**config.mk**
```make
export PLATFORM = sky130hd
export DESIGN_NAME = pfq_dedup_top
export DESIGN_NICKNAME = d
export VERILOG_FILES = /design/src/rtl/pfq_pkg.sv /design/src/rtl/pfq_tag_match.sv /design/src/rtl/pfq_queue.sv /design/src/rtl/pfq_hist_ring.sv /design/src/rtl/pfq_sat_count.sv /design/src/rtl/pfq_dedup_top.sv
export SDC_FILE = /design/constraint.sdc
export NUM_CORES = 2
export LEC_CHECK = 0
export ABC_AREA = 1
export ABC_CLOCK_PERIOD_IN_PS = 11850
export BUFFER_PORTS_ARGS = -buffer_cell sky130_fd_sc_hd__clkbuf_2
export CAP_MARGIN = 20
export CORE_ASPECT_RATIO = 2
export CORE_MARGIN = 2
export CORE_UTILIZATION = 55
export CTS_BUF_LIST = sky130_fd_sc_hd__clkbuf_8
export DETAILED_ROUTE_END_ITERATION = 16
export PLACE_DENSITY = 0.71
export SKIP_CTS_REPAIR_TIMING = 1
export SLEW_MARGIN = 40
export SYNTH_ARGS = -nofsm -noshare
export SYNTH_HDL_FRONTEND = slang
export SYNTH_HIERARCHICAL = 1
export SYNTH_SLANG_ARGS = --single-unit
```
**constraint.sdc**
```tcl
create_clock -name clk -period 11.85 [get_ports clk]
set_input_delay 1.7775 -clock clk [delete_from_list [all_inputs] [get_ports clk]]
set_output_delay 1.7775 -clock clk [all_outputs]
set_load 0.02 [all_outputs]
```
**src/rtl/pfq_pkg.sv**
```systemverilog
`timescale 1ns/1ps
package pfq_pkg;
   typedef enum logic [1:0] {
      ACT_IDLE  = 2'd0,
      ACT_DROP  = 2'd1,
      ACT_ENQ   = 2'd2,
      ACT_SHOVE = 2'd3
   } cand_act_e;

   function automatic bit is_pow2(input int unsigned v);
      return (v != 0) && ((v & (v - 1)) == 0);
   endfunction
endpackage

```
**src/rtl/pfq_tag_match.sv**
```systemverilog
`timescale 1ns/1ps
module pfq_tag_match #(
   parameter int unsigned N     = 8,
   parameter int unsigned TAG_W = 26
) (
   input  logic [N-1:0][TAG_W-1:0] ent_tag,
   input  logic [N-1:0]            ent_vld,
   input  logic [TAG_W-1:0]        key,
   output logic                    hit
);
   logic [N-1:0] hit_vec;

   for (genvar i = 0; i < N; i++) begin : g_cmp
      assign hit_vec[i] = ent_vld[i] && (ent_tag[i] == key);
   end

   assign hit = |hit_vec;
endmodule

```
**src/rtl/pfq_queue.sv**
```systemverilog
`timescale 1ns/1ps
module pfq_queue #(
   parameter int unsigned DEPTH = 8,
   parameter int unsigned TAG_W = 26
) (
   input  logic                        clk,
   input  logic                        rst_n,
   input  logic                        push,
   input  logic [TAG_W-1:0]            push_tag,
   input  logic                        pop,
   output logic [TAG_W-1:0]            head_tag,
   output logic                        empty,
   output logic                        full,
   output logic [$clog2(DEPTH):0]      count,
   output logic [DEPTH-1:0][TAG_W-1:0] slot_tag,
   output logic [DEPTH-1:0]            slot_vld
);
   localparam int unsigned PW = $clog2(DEPTH);

   if (!pfq_pkg::is_pow2(DEPTH)) begin : g_bad_depth
      $error("pfq_queue: DEPTH must be a power of two");
   end

   logic [PW-1:0] head_q, tail_q;
   logic [PW:0]   cnt_q;
   logic [DEPTH-1:0][TAG_W-1:0] mem_q;

   always_ff @(posedge clk or negedge rst_n) begin
      if (!rst_n) begin
         head_q <= '0;
         tail_q <= '0;
         cnt_q  <= '0;
         mem_q  <= '0;
      end else begin
         if (push) begin
            mem_q[tail_q] <= push_tag;
            tail_q        <= tail_q + 1'b1;
         end
         if (pop) head_q <= head_q + 1'b1;
         case ({push, pop})
            2'b10:   cnt_q <= cnt_q + 1'b1;
            2'b01:   cnt_q <= cnt_q - 1'b1;
            default: cnt_q <= cnt_q;
         endcase
      end
   end

   for (genvar i = 0; i < DEPTH; i++) begin : g_slot
      logic [PW-1:0] rel;
      assign rel         = PW'(i) - head_q;
      assign slot_vld[i] = ({1'b0, rel} < cnt_q);
      assign slot_tag[i] = mem_q[i];
   end

   assign head_tag = mem_q[head_q];
   assign empty    = (cnt_q == '0);
   assign full     = (cnt_q == (PW+1)'(DEPTH));
   assign count    = cnt_q;
endmodule

```
**src/rtl/pfq_hist_ring.sv**
```systemverilog
`timescale 1ns/1ps
module pfq_hist_ring #(
   parameter int unsigned DEPTH = 16,
   parameter int unsigned TAG_W = 26
) (
   input  logic                        clk,
   input  logic                        rst_n,
   input  logic                        wr_en,
   input  logic [TAG_W-1:0]            wr_tag,
   output logic [DEPTH-1:0][TAG_W-1:0] ent_tag,
   output logic [DEPTH-1:0]            ent_vld
);
   localparam int unsigned PW = (DEPTH > 1) ? $clog2(DEPTH) : 1;

   if (!pfq_pkg::is_pow2(DEPTH)) begin : g_bad_depth
      $error("pfq_hist_ring: DEPTH must be a power of two");
   end

   logic [PW-1:0]              wptr_q;
   logic [DEPTH-1:0][TAG_W-1:0] tag_q;
   logic [DEPTH-1:0]            vld_q;

   always_ff @(posedge clk or negedge rst_n) begin
      if (!rst_n) begin
         wptr_q <= '0;
         tag_q  <= '0;
         vld_q  <= '0;
      end else if (wr_en) begin
         tag_q[wptr_q] <= wr_tag;
         vld_q[wptr_q] <= 1'b1;
         wptr_q        <= (DEPTH > 1) ? wptr_q + 1'b1 : '0;
      end
   end

   assign ent_tag = tag_q;
   assign ent_vld = vld_q;
endmodule

```
**src/rtl/pfq_sat_count.sv**
```systemverilog
`timescale 1ns/1ps
module pfq_sat_count #(
   parameter int unsigned W = 16
) (
   input  logic         clk,
   input  logic         rst_n,
   input  logic         inc,
   output logic [W-1:0] value
);
   logic [W-1:0] val_q;

   always_ff @(posedge clk or negedge rst_n) begin
      if (!rst_n)                    val_q <= '0;
      else if (inc && (val_q != '1)) val_q <= val_q + 1'b1;
   end

   assign value = val_q;
endmodule

```
**src/rtl/pfq_dedup_top.sv**
```systemverilog
`timescale 1ns/1ps
module pfq_dedup_top #(
   parameter int unsigned ADDR_W  = 32,
   parameter int unsigned BLK_LSB = 6,
   parameter int unsigned Q_DEPTH = 8,
   parameter int unsigned H_DEPTH = 16,
   parameter int unsigned CNT_W   = 16
) (
   input  logic              clk,
   input  logic              rst_n,
   input  logic              cand_valid,
   input  logic [ADDR_W-1:0] cand_addr,
   output logic              pf_valid,
   input  logic              pf_ready,
   output logic [ADDR_W-1:0] pf_addr,
   output logic [CNT_W-1:0]  dup_count
);
   import pfq_pkg::*;

   localparam int unsigned TAG_W = ADDR_W - BLK_LSB;
   localparam int unsigned QC_W  = $clog2(Q_DEPTH) + 1;

   if (BLK_LSB >= ADDR_W) begin : g_bad_blk
      $error("pfq_dedup_top: BLK_LSB must be below ADDR_W");
   end
   if (CNT_W < 1) begin : g_bad_cnt
      $error("pfq_dedup_top: CNT_W must be at least 1");
   end

   logic [TAG_W-1:0] cand_tag;
   logic [TAG_W-1:0] head_tag;
   logic             q_empty, q_full;
   logic [QC_W-1:0]  q_count;
   logic [Q_DEPTH-1:0][TAG_W-1:0] q_slot_tag;
   logic [Q_DEPTH-1:0]            q_slot_vld;
   logic             q_hit, h_hit;
   logic             deq, push, pop;
   cand_act_e        act;

   assign cand_tag = cand_addr[ADDR_W-1:BLK_LSB];
   assign pf_valid = !q_empty;
   assign deq      = pf_valid && pf_ready;

   always_comb begin
      if (!cand_valid)                act = ACT_IDLE;
      else if (q_hit || h_hit)        act = ACT_DROP;
      else if (q_full && !deq)        act = ACT_SHOVE;
      else                            act = ACT_ENQ;
   end

   assign push = (act == ACT_ENQ) || (act == ACT_SHOVE);
   assign pop  = deq || (act == ACT_SHOVE);

   pfq_queue #(.DEPTH(Q_DEPTH), .TAG_W(TAG_W)) u_queue (
      .clk      (clk),
      .rst_n    (rst_n),
      .push     (push),
      .push_tag (cand_tag),
      .pop      (pop),
      .head_tag (head_tag),
      .empty    (q_empty),
      .full     (q_full),
      .count    (q_count),
      .slot_tag (q_slot_tag),
      .slot_vld (q_slot_vld)
   );

   pfq_tag_match #(.N(Q_DEPTH), .TAG_W(TAG_W)) u_qmatch (
      .ent_tag (q_slot_tag),
      .ent_vld (q_slot_vld),
      .key     (cand_tag),
      .hit     (q_hit)
   );

   if (H_DEPTH > 0) begin : g_hist
      logic [H_DEPTH-1:0][TAG_W-1:0] h_tag;
      logic [H_DEPTH-1:0]            h_vld;

      pfq_hist_ring #(.DEPTH(H_DEPTH), .TAG_W(TAG_W)) u_ring (
         .clk     (clk),
         .rst_n   (rst_n),
         .wr_en   (pop),
         .wr_tag  (head_tag),
         .ent_tag (h_tag),
         .ent_vld (h_vld)
      );

      pfq_tag_match #(.N(H_DEPTH), .TAG_W(TAG_W)) u_hmatch (
         .ent_tag (h_tag),
         .ent_vld (h_vld),
         .key     (cand_tag),
         .hit     (h_hit)
      );
   end else begin : g_no_hist
      assign h_hit = 1'b0;
   end

   pfq_sat_count #(.W(CNT_W)) u_dups (
      .clk   (clk),
      .rst_n (rst_n),
      .inc   (act == ACT_DROP),
      .value (dup_count)
   );

   assign pf_addr = {head_tag, {BLK_LSB{1'b0}}};
endmodule

```
==> summary.md <==
| Metric | Value |
|---|---|
| Outcome | finished clean |
| Die width | 191 µm |
| Ys Warns | 6 |
| Yosys top cell by area | dfrtp_1 |
| Final core occ | 59.6% |
| Floorplan row count | 137 |
| First-pass GRT wire length | 207,000 µm |
| DR vias | 36.6k |
| Fin. max-slew vios | 0 |
| I/O Buffers | 72 |
| Unique masters post-synth | just over 40 |
| GRT Util Overall | 38.8% |
| Cell mode on critical path | nand2_1 |
| Dpl cells | roughly 6.3k |
| Cts bufs inserted | 100 |
| Relative slew slack | 36.1% |
| Mapped Cells | 5,505 |
| Max Cap Violations | 0 |
| Worst setup SP type | flip-flop |
| Worst skew pair latency | 0.80 ns |
| Core Region | approximately 70,000 µm² |
| Post-synth EDFFs | 0 |
| Final Net Count | about 5.5k |
| RSZ-0062 raised after global routing | no |
| DR pass1 iterations | 6 |
| Final hold viol count | 0 |
| WP data arrival | 7.25 ns |
| RePlAce Congestion | 1.00 |
| Layout cells sized above 1 | under 10% |
| Pin count of the biggest net entering global routing | 156 |
| Leak | between 20 and 25 nW |
| Worst Clk Skew | around 0.044 ns |
| Post-route ant nets | 0 |
| # DRC | 0 |
| Root buf cell | clkbuf_8 |
| Post-route minimum period | approximately 6.5 ns |
| Req. time, crit path | 12.58 ns |
| Synth Flop Type | dfrtp_1 |
| Top-area cell type share of the netlist area | a little over two fifths |
| Vias in the first global route | 33.4k |
| Crit path kind | reg2reg |
| Die height | 377 µm |
| H-tree depth | 3 |
| Synth area leaders | dfrtp_1, nand2_1, o21ai_0, nand3_1, inv_1 |
| Routed len/inst | 21.6 µm |
| Die footprint | 72,000 µm² |
| DRT iter0 DRCs | 4,726 |
| Antenna violations before repair | 4 |
| TNS Setup | 0 ns |
| Worst hold path class | reg2reg |
| GR Overflow Total | 0 |
| Synthesized area | 38,300 µm² |
| Slowest cell on crit path | dfrtp_4 |
| Final wirelength | between 100,000 and 150,000 µm |
| Max IR drop VDD | 248 µV |
| Final setup fails | 0 |
| Clock buffer depth | 3 |
| Final worst path period share | 55.0% |
| FFs w/ async S/R, synth | 100% |
| Starting Density | a little under three fifths |
| TritonCTS clock tree | built |
| Worst slew pin tran | 0.958 ns |
| Syn_area_per_cell | 6.96 µm² |
| DP Wirelength | 82,900 µm |
| Worst Setup End Kind | flip-flop |
| Top-Level Pins | 85 |
| Crit-path max FO | 79 |
| Sequential element share of the synthesized area | 43.7% |
| Area growth, synth to finish | 7.84% |
| Clock sinks | 670 |
| Max stage delay on crit path | 0.69 ns |
| Vias per cell | approximately 5.7 |
| Clock transition at path regs | roughly 0.07 ns |
| Synthesized flop and latch total | 670 |
| Pwr per Cell Area | 285 nW/µm² |
| Fin cells | approximately 6.4k |
| Max Clk Rate | about 0.15 GHz |
power breakdown:
group,internal (W),switching (W)
sequential,0.00328,0.000910
clock,0.00100,0.000963
combinational,0.00161,0.00403
registers in the layout, summed over array words and instances, names as in the netlist:
signal / count
g_hist.u_ring/wptr_q: 4
u_queue/head_q: 3
u_queue/count: 4
u_queue/slot_tag: 208
g_hist.u_ring/ent_tag: 416
u_queue/tail_q: 3
u_dups/value: 16
g_hist.u_ring/ent_vld: 16
stage by stage:
| step | area (µm²) | hold slack [ns] | worst slack, ns | total power, W |
|---|---|---|---|---|
| finish | 41300 | 0.463 | 5.33 | 0.0118 |
| global route | 41300 | 0.476 | 5.03 | 0.0124 |
| CTS | 41300 | 0.462 | 5.02 | 0.0116 |
| detailed placement | 39200 | 0.445 | 4.47 | 0.00961 |
| global placement | 39100 | 0.440 | 4.53 | 0.00944 |
| floorplan | 38400 | 0.428 | 7.34 | 0.00735 |
critical path: cells and delay by family, from the launching register on:
family,cells,cell delay [ns]
DFF,1,0.69
and+or+nand+nor,16,2.30
AOI/OAI and AO/OA,3,0.68
adders and majority gates,2,0.59
buffers and inverters,7,2.10
cells by family after synthesis:
group	Yosys count	share of synthesized area, %
buffers and inverters	800	8.83
other	1	0.00978
xor gates and xnor gates	226	5.16
and+or+nand+nor	3212	33.2
AOI/OAI and AO/OA	572	8.25
DFF	670	43.7
adders and majority gates	24	0.783
final timing paths:
path / start / slack, ns / to / cells past startpoint
worst max-delay path: u_queue/head_q[0] / 5.33 / g_hist.u_ring/ent_tag[412] / 28
worst min-delay path: g_hist.u_ring/ent_vld[7] / 0.46 / g_hist.u_ring/ent_vld[7] / 2
worst max register to register: u_queue/head_q[0] / 5.33 / g_hist.u_ring/ent_tag[412] / 28
worst min register to register: g_hist.u_ring/ent_vld[7] / 0.46 / g_hist.u_ring/ent_vld[7] / 2
max in group asynchronous: rst_n / 9.01 / u_queue/slot_tag[9] / 3
min in group asynchronous: rst_n / 0.97 / u_dups/value[7] / 1
cell type report:
| cell class | count | area (µm²) |
|---|---|---|
| fillers | 6533 | 28100 |
| repair buffers | 162 | 1150 |
| diodes | 1 | 2.50 |
| inverters | 480 | 1800 |
| multi-input cells | 4040 | 18500 |
| clock buffers | 134 | 1840 |
| well taps | 903 | 1130 |
| clock inverters | 39 | 178 |
| flip-flops and latches | 670 | 16800 |
cells in the final DEF, fill, tap and decap left out, types with 5 or more instances in the layout:
cell type / instances
a21boi_0: 17
a21oi_1: 9
buf_4: 77
buf_6: 8
clkbuf_2: 71
clkbuf_8: 134
clkinv_2: 12
conb_1: 6
dfrtp_1: 669
ha_1: 24
inv_1: 473
inv_2: 27
nand2_1: 2322
nand2_2: 22
nand3_1: 355
nand4_1: 30
nor2_1: 440
nor2_2: 5
nor2_4: 12
o2111ai_2: 26
o211ai_1: 29
o21a_1: 26
o21ai_0: 421
o21ai_1: 36
or2_2: 14
xnor2_1: 185
xor2_1: 41
cells in the mapped netlist (2+ instances only):
cell type / instances
o2111ai_1: 26
nor2_1: 440
nor4_1: 2
buf_6: 12
buf_1: 10
o21a_1: 26
nand4_1: 30
o21bai_1: 3
clkinv_1: 4
xor2_1: 41
ha_1: 24
buf_2: 91
nor3_1: 3
a21oi_1: 9
a21boi_0: 17
inv_2: 29
nor2_2: 12
or2_2: 14
inv_1: 447
o21ai_1: 36
dfrtp_1: 670
nor2_4: 5
nand2_1: 2341
buf_4: 44
o211ai_1: 29
clkbuf_2: 3
nand3_1: 355
o21ai_2: 2
nand2_2: 6
o21ai_0: 421
xnor2_1: 185
clkbuf_1: 159
per-layer routing:
layer	global-route usage, %	vias to the layer above	share of wire [%]
met3	8.14	479	12
met5	0	-	0.022
met2	57.9	2237	43
met4	21.9	4	6.6
met1	52.2	17000	38
li1	-	16900	-
Power figures use the tool's default switching activity.
